--- config.mk ---
export PLATFORM = sky130hd
export DESIGN_NAME = sertx_core
export DESIGN_NICKNAME = d
export VERILOG_FILES = /design/src/rtl/sertx_pkg.sv /design/src/rtl/sertx_stop_calc.sv /design/src/rtl/sertx_parity.sv /design/src/rtl/sertx_core.sv
export SDC_FILE = /design/constraint.sdc
export NUM_CORES = 1
export LEC_CHECK = 0
export BUFFER_PORTS_ARGS = -buffer_cell sky130_fd_sc_hd__buf_2
export CAP_MARGIN = 20
export CORE_ASPECT_RATIO = 0.9
export CORE_MARGIN = 8
export CORE_UTILIZATION = 40
export DETAILED_ROUTE_END_ITERATION = 12
export REMOVE_ABC_BUFFERS = 1
export SLEW_MARGIN = 20
export SYNTH_ARGS = -nofsm -noshare
export SYNTH_HDL_FRONTEND = slang
export SYNTH_HIERARCHICAL = 1
export SYNTH_SLANG_ARGS = --single-unit
export TNS_END_PERCENT = 30
--- constraint.sdc ---
create_clock -name clk -period 2.2 [get_ports clk]
set_input_delay 0.11 -clock clk [delete_from_list [all_inputs] [get_ports clk]]
set_output_delay 0.11 -clock clk [all_outputs]
set_load 0.02 [all_outputs]
--- src/rtl/sertx_pkg.sv ---
package sertx_pkg;

    typedef enum logic [2:0] {
        ST_IDLE   = 3'd0,
        ST_START  = 3'd1,
        ST_DATA   = 3'd2,
        ST_PARITY = 3'd3,
        ST_STOP   = 3'd4
    } tx_state_e;

    typedef enum logic [1:0] {
        PAR_EVEN = 2'd0,
        PAR_ODD  = 2'd1,
        PAR_ZERO = 2'd2,
        PAR_ONE  = 2'd3
    } par_mode_e;

endpackage

--- src/rtl/sertx_stop_calc.sv ---
module sertx_stop_calc #(
    parameter int OVS   = 16,
    parameter int CNT_W = 6
) (
    input  logic [3:0]       code,
    input  logic             len_is_min,
    input  logic             x1_mode,
    output logic [CNT_W-1:0] stop_ticks
);
    localparam int LONG_BASE  = OVS + 1;
    localparam int SHORT_BASE = OVS / 2 + 1;

    always_comb begin
        if (x1_mode) begin
            stop_ticks = code[3] ? CNT_W'(2) : CNT_W'(1);
        end else if (len_is_min || code[3]) begin
            stop_ticks = CNT_W'(LONG_BASE) + CNT_W'(code);
        end else begin
            stop_ticks = CNT_W'(SHORT_BASE) + CNT_W'(code);
        end
    end
endmodule

--- src/rtl/sertx_parity.sv ---
module sertx_parity
    import sertx_pkg::*;
#(
    parameter int DATA_W = 8,
    parameter int LEN_W  = 2
) (
    input  logic [DATA_W-1:0] data,
    input  logic [LEN_W-1:0]  len_sel,
    input  par_mode_e         mode,
    output logic              par_bit
);
    localparam int MIN_BITS = DATA_W - (1 << LEN_W) + 1;

    logic ones_odd;

    always_comb begin
        ones_odd = 1'b0;
        for (int i = 0; i < DATA_W; i++) begin
            if (i < MIN_BITS + int'(len_sel)) begin
                ones_odd = ones_odd ^ data[i];
            end
        end
        unique case (mode)
            PAR_EVEN: par_bit = ones_odd;
            PAR_ODD:  par_bit = ~ones_odd;
            PAR_ZERO: par_bit = 1'b0;
            default:  par_bit = 1'b1;
        endcase
    end
endmodule

--- src/rtl/sertx_core.sv ---
module sertx_core
    import sertx_pkg::*;
#(
    parameter int OVS    = 16,
    parameter int DATA_W = 8,
    parameter int LEN_W  = 2
) (
    input  logic              clk,
    input  logic              rst_n,
    input  logic              tick,
    input  logic              in_valid,
    input  logic [DATA_W-1:0] in_data,
    output logic              in_ready,
    input  logic [LEN_W-1:0]  cfg_len,
    input  logic              cfg_par_en,
    input  logic [1:0]        cfg_par_mode,
    input  logic [3:0]        cfg_stop,
    input  logic              cfg_cts_en,
    input  logic              cfg_x1,
    input  logic              cts_ok,
    output logic              tx_out
);
    localparam int MIN_BITS = DATA_W - (1 << LEN_W) + 1;
    localparam int CNT_W    = $clog2(2 * OVS + 1);
    localparam int IDX_W    = $clog2(DATA_W);

    typedef struct packed {
        tx_state_e         state;
        logic [CNT_W-1:0]  cnt;
        logic [IDX_W-1:0]  idx;
        logic [IDX_W-1:0]  last_idx;
        logic [DATA_W-1:0] sh;
        logic              tx;
        logic              par;
        logic              par_en;
        logic [CNT_W-1:0]  bit_ticks;
        logic [CNT_W-1:0]  stop_ticks;
    } core_regs_t;

    core_regs_t q, n;

    logic             accept;
    logic             slot_end;
    logic             cts_gate;
    logic             line_free;
    logic             par_calc;
    logic [CNT_W-1:0] stop_calc;

    sertx_stop_calc #(
        .OVS   (OVS),
        .CNT_W (CNT_W)
    ) u_stop (
        .code       (cfg_stop),
        .len_is_min (cfg_len == '0),
        .x1_mode    (cfg_x1),
        .stop_ticks (stop_calc)
    );

    sertx_parity #(
        .DATA_W (DATA_W),
        .LEN_W  (LEN_W)
    ) u_par (
        .data    (in_data),
        .len_sel (cfg_len),
        .mode    (par_mode_e'(cfg_par_mode)),
        .par_bit (par_calc)
    );

    always_comb begin
        n         = q;
        slot_end  = tick && (q.cnt == CNT_W'(1));
        cts_gate  = !cfg_cts_en || cts_ok;
        line_free = (q.state == ST_IDLE) || ((q.state == ST_STOP) && slot_end);
        in_ready  = line_free && cts_gate;
        accept    = in_valid && in_ready;

        if (tick && (q.state != ST_IDLE) && (q.cnt != '0)) begin
            n.cnt = q.cnt - CNT_W'(1);
        end

        unique case (q.state)
            ST_IDLE: begin
                n.tx = 1'b1;
            end
            ST_START: begin
                if (slot_end) begin
                    n.state = ST_DATA;
                    n.tx    = q.sh[0];
                    n.cnt   = q.bit_ticks;
                    n.idx   = '0;
                end
            end
            ST_DATA: begin
                if (slot_end) begin
                    if (q.idx == q.last_idx) begin
                        if (q.par_en) begin
                            n.state = ST_PARITY;
                            n.tx    = q.par;
                            n.cnt   = q.bit_ticks;
                        end else begin
                            n.state = ST_STOP;
                            n.tx    = 1'b1;
                            n.cnt   = q.stop_ticks;
                        end
                    end else begin
                        n.idx = q.idx + IDX_W'(1);
                        n.sh  = q.sh >> 1;
                        n.tx  = q.sh[1];
                        n.cnt = q.bit_ticks;
                    end
                end
            end
            ST_PARITY: begin
                if (slot_end) begin
                    n.state = ST_STOP;
                    n.tx    = 1'b1;
                    n.cnt   = q.stop_ticks;
                end
            end
            ST_STOP: begin
                if (slot_end) begin
                    n.state = ST_IDLE;
                    n.tx    = 1'b1;
                end
            end
            default: begin
                n.state = ST_IDLE;
                n.tx    = 1'b1;
            end
        endcase

        if (accept) begin
            n.state      = ST_START;
            n.tx         = 1'b0;
            n.bit_ticks  = cfg_x1 ? CNT_W'(1) : CNT_W'(OVS);
            n.cnt        = cfg_x1 ? CNT_W'(1) : CNT_W'(OVS);
            n.idx        = '0;
            n.sh         = in_data;
            n.last_idx   = IDX_W'(MIN_BITS - 1) + IDX_W'(cfg_len);
            n.par_en     = cfg_par_en;
            n.par        = par_calc;
            n.stop_ticks = stop_calc;
        end
    end

    always_ff @(posedge clk) begin
        if (!rst_n) begin
            q.state      <= ST_IDLE;
            q.cnt        <= '0;
            q.idx        <= '0;
            q.last_idx   <= '0;
            q.sh         <= '0;
            q.tx         <= 1'b1;
            q.par        <= 1'b0;
            q.par_en     <= 1'b0;
            q.bit_ticks  <= '0;
            q.stop_ticks <= '0;
        end else begin
            q <= n;
        end
    end

    assign tx_out = q.tx;

    AST_IDLE_LINE_HIGH: assert property (@(posedge clk) disable iff (!rst_n)
        (q.state == ST_IDLE) |-> tx_out);

    AST_ACCEPT_GIVES_START: assert property (@(posedge clk) disable iff (!rst_n)
        accept |=> (!tx_out && (q.state == ST_START)));

    AST_STOP_LINE_HIGH: assert property (@(posedge clk) disable iff (!rst_n)
        (q.state == ST_STOP) |-> tx_out);

    AST_STOP_RANGE: assert property (@(posedge clk) disable iff (!rst_n)
        (accept && !cfg_x1) |=> ((q.stop_ticks > CNT_W'(OVS / 2)) && (q.stop_ticks <= CNT_W'(2 * OVS))));

    AST_X1_SLOT: assert property (@(posedge clk) disable iff (!rst_n)
        (accept && cfg_x1) |=> ((q.bit_ticks == CNT_W'(1)) && (q.stop_ticks <= CNT_W'(2))));

    AST_CTS_GATE: assert property (@(posedge clk) disable iff (!rst_n)
        (in_valid && in_ready && cfg_cts_en) |-> cts_ok);

    AST_LATCHED_CFG: assert property (@(posedge clk) disable iff (!rst_n)
        ((q.state != ST_IDLE) && !$past(accept)) |-> ($stable(q.stop_ticks) && $stable(q.last_idx)));

    AST_BUSY_NOT_READY: assert property (@(posedge clk) disable iff (!rst_n)
        ((q.state == ST_START) || (q.state == ST_DATA) || (q.state == ST_PARITY)) |-> !in_ready);

endmodule

Word level (Yosys, flattened, before mapping)
Index checks and enable logic that the tools add are counted. Widths: inputs -> output; s select.

Bits in latches: 0. Bits of input ports: 24. Output and inout port bits: 2. Memories: 0. Bits in read-only memories: 0. Flip-flop bits (word level): 38. Bits in writable memories: 0. Word-level logic and storage cells: 116.

Multipliers: 0. Bitwise gates (word level): 10. Equality and inequality tests: 22. Shifts and indexed selects: 0. Mux-type cells: 34. Magnitude comparators: 8. Div/mod/pow operators: 0. Reductions and logical operators: 25. Add/sub/neg operators: 6.

Operators by type and width (count): $lt 4x32->1 const A (4); $lt 3x32->1 const A (2); $mux 36 (1); $lt 2x32->1 const A (1); $mux 9 (3); $mux 12 (2); $mux 6 (4); $pmux 6 s3 (1); $mux 8 (2); $ne 2x2->1 const B (8); $ne 3x3->1 const B (5); $pmux 3 s5 (1); $mux 1 (12); $reduce_and 6->1 (2); $mux 3 (3); $xor 1x1->1 (7); $add 5x4->6 const A (1); $eq 3x2->1 const B (2); $eq 6x1->1 const B (1); $logic_and 1x1->1 (6); $pmux 1 s3 (2); $pmux 3 s2 (1); $reduce_and 3->1 (2); $reduce_bool 2->1 (3); other kinds (23) (29).

Depth between registers and ports, before layout
Depth in word-level cells: 20. Depth in mapped cells: 9. Gate-level depth less buffers: 7.

Hierarchy
The synthesis kept the hierarchy.

Modules (own cells, without submodules): sertx_core (area each 1864.3 um^2, instances 1, cells each 219); sertx_parity (area each 133.9 um^2, instances 1, cells each 13); sertx_stop_calc (area each 100.1 um^2, instances 1, cells each 13).

Worst setup path after synthesis
Ideal clock, no wire load.

Path type: register to register. From: register q[29] in the netlist's numbering. To: register q[29] in the netlist's numbering. Arrival: 1.705 ns. Library setup time: 0.117 ns. Path slack: 0.378 ns. Period minus slack after synthesis: 1.822 ns. Buffers on the path: 0. Stages on the path, launching flop included: 8. Cells stage by stage: dfxtp_1 > inv_1 > ha_1 > or3b_2 > o21ai_0 > mux2i_1 > o21ai_0 > a32o_1.

Longest elaborated chain between the ends: 7.

Ends and longest elaborated chain: from (decl) (RTL line sertx_core.sv:40) `core_regs_t q, n;`; from (signal assigned) (RTL line sertx_core.sv:159) `q <= n;`; parallel branches: the longest is 6 deep, another holds $sub 6x1->6; $mux 36 (*) (RTL line sertx_core.sv:132) `if (accept) begin`.

Every way passes the cells marked *. The select of a mux whose other input is x is not followed. A chain may end at the register's enable or synchronous reset.

Worst setup path after layout
From: register q[29] in the netlist's numbering. To: register q[34] in the netlist's numbering.

Same word-level chain as after synthesis.

==> results_tabular.tex <==
\begin{tabular}{lr}
\hline
Metric & Value \\
\hline
\multicolumn{2}{l}{\textbf{Floorplan}} \\
Overall die area & 7820 µm² \\
Height of the chip & 84.7 µm \\
Starting Density & 0.407 \\
Die W & 92.3 µm \\
Core region area & 5160 µm² \\
Standard-cell rows & 25 \\
Count of pins on the block boundary & 26 \\
\multicolumn{2}{l}{\textbf{Place}} \\
Final GP Congestion & 0.822 \\
Placed Instance Area & 2310 µm² \\
HPWL reported at the end of detailed placement & 3680 µm \\
Count of input and output buffers & 25 \\
Worst setup slack before clock tree synthesis & 261 ps \\
\multicolumn{2}{l}{\textbf{Hold path}} \\
Min-Delay Path Class & in2reg \\
\multicolumn{2}{l}{\textbf{Worst setup path}} \\
Type of destination of the critical path & register \\
Most frequent CP cell & sky130\_fd\_sc\_hd\_\_a211oi\_1 \\
Maximum fanout encountered on the critical timing path & 13 \\
Worst Path Required & 2400 ps \\
Kind of start point of the critical path & register \\
Critical path start-end classification & reg2reg \\
Stage delay of the slowest cell on the critical path & 480 ps \\
Slowest cell on the critical path & sky130\_fd\_sc\_hd\_\_nor3\_2 \\
Endpoint arrival time on the critical path & 2200 ps \\
Crit-path cells & ha\_1, nand4bb\_4, or2\_4, nor3\_2, a211oi\_1, a211oi\_1 \\
\multicolumn{2}{l}{\textbf{Detailed routing}} \\
Wirelength, routed & 4860 µm \\
Post-DRT Antenna Nets & 0 \\
Mean number of vias per cell & 5.31 \\
Iteration count of the initial detailed-routing pass & 4 \\
WL/cell & 14.2 µm \\
Initial DRC Count & 88 \\
Number of DRC violations after detailed routing & 0 \\
Via count & 1817 \\
\multicolumn{2}{l}{\textbf{Clocking}} \\
Post-CTS resize count & 0 \\
Post-CTS repair timing setup buffer count & 0 \\
CTS Buf Count & 5 \\
TritonCTS clock tree & yes \\
Hold-fix buffer count after cts & 0 \\
Deepest level of the CTS H-tree & 2 \\
Worst-skew pair later-pin latency & 290 ps \\
Register clock-pin slew on the reported worst setup and hold paths & 80 ps \\
Total clock sinks & 34 \\
Clk buf depth & 2 \\
Root cell of the clock tree & sky130\_fd\_sc\_hd\_\_clkbuf\_8 \\
\multicolumn{2}{l}{\textbf{Logic synthesis}} \\
Post-synthesis instance area & 2100 µm² \\
Largest cells by area after synthesis & sky130\_fd\_sc\_hd\_\_dfxtp\_1 (32\%), sky130\_fd\_sc\_hd\_\_nand2\_1 (5.9\%), sky130\_fd\_sc\_hd\_\_mux2i\_1 (5.7\%), sky130\_fd\_sc\_hd\_\_a21boi\_0 (3.9\%), sky130\_fd\_sc\_hd\_\_a21oi\_1 (3.6\%) \\
EDFF count, synth & 0 \\
Yosys warns & 6 \\
Cell count after synthesis & 245 \\
Cell type with the highest aggregate area in the netlist & sky130\_fd\_sc\_hd\_\_dfxtp\_1 \\
Register bit total from synthesis & 34 \\
Sequential share of the synthesized area & 0.324 \\
Post-synthesis async set-or-reset flop share & 0 \\
Number of unique standard cell types used by synthesis & 60 \\
Share of the synthesized area in the top cell type & 0.324 \\
Post-Synthesis Mean Instance Area & 8.56 µm² \\
Synth Flop Type & sky130\_fd\_sc\_hd\_\_dfxtp\_1 \\
\multicolumn{2}{l}{\textbf{Cells and area}} \\
Share of final-layout standard cells stronger than drive strength 1 & 0.215 \\
Fin nets & 302 \\
Layout fillers & 533 \\
Non-Filler Cell Area, Final & 2400 µm² \\
Layout overhead on the synthesized area & 14.6\% \\
Ant. Diodes & 0 \\
\multicolumn{2}{l}{\textbf{GRT}} \\
Initial antenna violation count & 0 \\
Pin count of the biggest net entering global routing & 29 \\
GRT Total Usage & 0.131 \\
Global route total overflow & 0 \\
Global-route wire length before repair & 8350 µm \\
Number of global-route vias before repair & 1741 \\
\multicolumn{2}{l}{\textbf{STA}} \\
Worst slew pin tran & 533 ps \\
Fin Hold WS & 62.1 ps \\
Skew final & 12.0 ps \\
Tightest slew margin relative to the limit & 0.643 \\
Setup violation total in the final timing report & 0 \\
Post-route setup TNS & 0 ps \\
RSZ-0062 raised after global routing & no \\
Shortest period the worst path allows & 2000 ps \\
Fmax & 499 MHz \\
Post-route fraction of the period consumed by the critical path & 0.911 \\
Slack of the critical path & 197 ps \\
Number of endpoints with negative hold slack in the final report & 0 \\
Max-slew violation total from the final report & 0 \\
\multicolumn{2}{l}{\textbf{Pwr}} \\
Power per cell area & 631 nW/µm² \\
IR Drop Worst-Case VDD & 0.377 mV \\
P\_leak & 0.964 nW \\
\multicolumn{2}{l}{\textbf{Run status}} \\
Run status & finished clean \\
\multicolumn{2}{l}{\textbf{Job}} \\
Total of max-cap violations & 0 \\
\hline
\end{tabular}
cells in the mapped netlist (5+ instances only):
cell,count
sky130_fd_sc_hd__dfxtp_1,34
sky130_fd_sc_hd__nand2_1,33
sky130_fd_sc_hd__a21oi_1,15
sky130_fd_sc_hd__o21ai_0,15
sky130_fd_sc_hd__mux2i_1,12
sky130_fd_sc_hd__nor2_1,12
sky130_fd_sc_hd__a21boi_0,11
sky130_fd_sc_hd__nand3_1,11
sky130_fd_sc_hd__xnor2_1,8
sky130_fd_sc_hd__a211oi_1,5
sky130_fd_sc_hd__clkbuf_1,5
sky130_fd_sc_hd__nand2b_1,5
sky130_fd_sc_hd__xor2_1,5
power breakdown:
group	switching [W]	internal (W)
clock network	0.000230	0.000251
registers	0.0000313	0.000656
logic	0.000190	0.000159
total	0.000452	0.00107
layout by cell type, fill, tap and decap left out, types with 2 or more instances in the layout:
cell type | synthesis | routed
sky130_fd_sc_hd__nand2b_1 | 5 | 5
sky130_fd_sc_hd__a21oi_2 | 2 | 2
sky130_fd_sc_hd__a31oi_1 | 2 | 2
sky130_fd_sc_hd__or3b_1 | 2 | 2
sky130_fd_sc_hd__o221ai_1 | 2 | 2
sky130_fd_sc_hd__inv_1 | 3 | 3
sky130_fd_sc_hd__a21boi_0 | 11 | 11
sky130_fd_sc_hd__clkbuf_8 | 0 | 6
sky130_fd_sc_hd__xnor2_1 | 8 | 8
sky130_fd_sc_hd__nand2_1 | 33 | 33
sky130_fd_sc_hd__nor2_1 | 12 | 12
sky130_fd_sc_hd__nor3b_1 | 3 | 3
sky130_fd_sc_hd__o211a_1 | 2 | 2
sky130_fd_sc_hd__xor2_1 | 5 | 5
sky130_fd_sc_hd__a21o_1 | 2 | 2
sky130_fd_sc_hd__buf_4 | 0 | 9
sky130_fd_sc_hd__buf_2 | 4 | 25
sky130_fd_sc_hd__mux2i_1 | 12 | 12
sky130_fd_sc_hd__dfxtp_1 | 34 | 34
sky130_fd_sc_hd__a21oi_1 | 15 | 15
sky130_fd_sc_hd__nor2b_1 | 4 | 4
sky130_fd_sc_hd__nand3_1 | 11 | 11
sky130_fd_sc_hd__or2_4 | 2 | 2
sky130_fd_sc_hd__o21a_1 | 2 | 2
sky130_fd_sc_hd__nor3_1 | 4 | 4
sky130_fd_sc_hd__o21ai_0 | 15 | 15
sky130_fd_sc_hd__ha_1 | 4 | 4
sky130_fd_sc_hd__a211oi_1 | 5 | 5
sky130_fd_sc_hd__and2_1 | 3 | 3
layout make-up:
class                   count  area, µm²  share of cell area
multi-input cells         196       1340               0.558
flip-flops and latches     34        681               0.283
repair buffers             34        193              0.0801
well taps                  67       83.8              0.0349
clock buffers               6       82.6              0.0343
clock inverters             2       12.5             0.00520
inverters                   3       11.3             0.00468
metrics by stage:
step / std cells / total power, W / util
after floorplan: 233 / 0.000934 / -
after global placement: 334 / 0.00105 / 0.448
after detailed placement: 334 / 0.00105 / 0.448
after CTS: 342 / 0.00154 / 0.466
after global routing: 342 / 0.00161 / 0.466
final: 342 / 0.00152 / 0.466
logic make-up (layout without fill, tap and decap cells):
| group | after synthesis | in the layout | synth area share |
|---|---|---|---|
| fa+ha+maj | 4 | 4 | 0.0239 |
| compound gates | 72 | 72 | 0.240 |
| simple gates | 92 | 92 | 0.240 |
| xor+xnor | 15 | 15 | 0.0728 |
| mux | 13 | 13 | 0.0626 |
| flops | 34 | 34 | 0.324 |
| buf+inv | 15 | 45 | 0.0364 |
flip-flops by register name (all words and copies together) (netlist names):
signal	count
tx_out	1
q	33
worst max-delay path: cells and delay by family, from the launching register on:
| family | cells | cell delay, ps |
|---|---|---|
| and+or+nand+nor | 3 | 940 |
| DFF | 1 | 410 |
| adders and majority gates | 1 | 220 |
| AOI/OAI and AO/OA | 2 | 340 |
routing by layer:
metal	wire (µm)	vias up	track usage	share of wire
li1	-	944	-	-
met1	2470	829	0.181	0.51
met2	2160	39	0.190	0.44
met3	175	5	0.0250	0.036
met4	60	0	0.0556	0.012
met5	0	-	0	0
worst paths after layout:
path	to	slack, ps	from	cells past startpoint
worst max-delay path	q[34]	200	q[29]	6
worst min-delay path	q[12]	60	cfg_par_en	3
worst max register to register	q[34]	200	q[29]	6
worst min register to register	q[32]	460	q[3]	2
(Power assumes the default switching activity.)
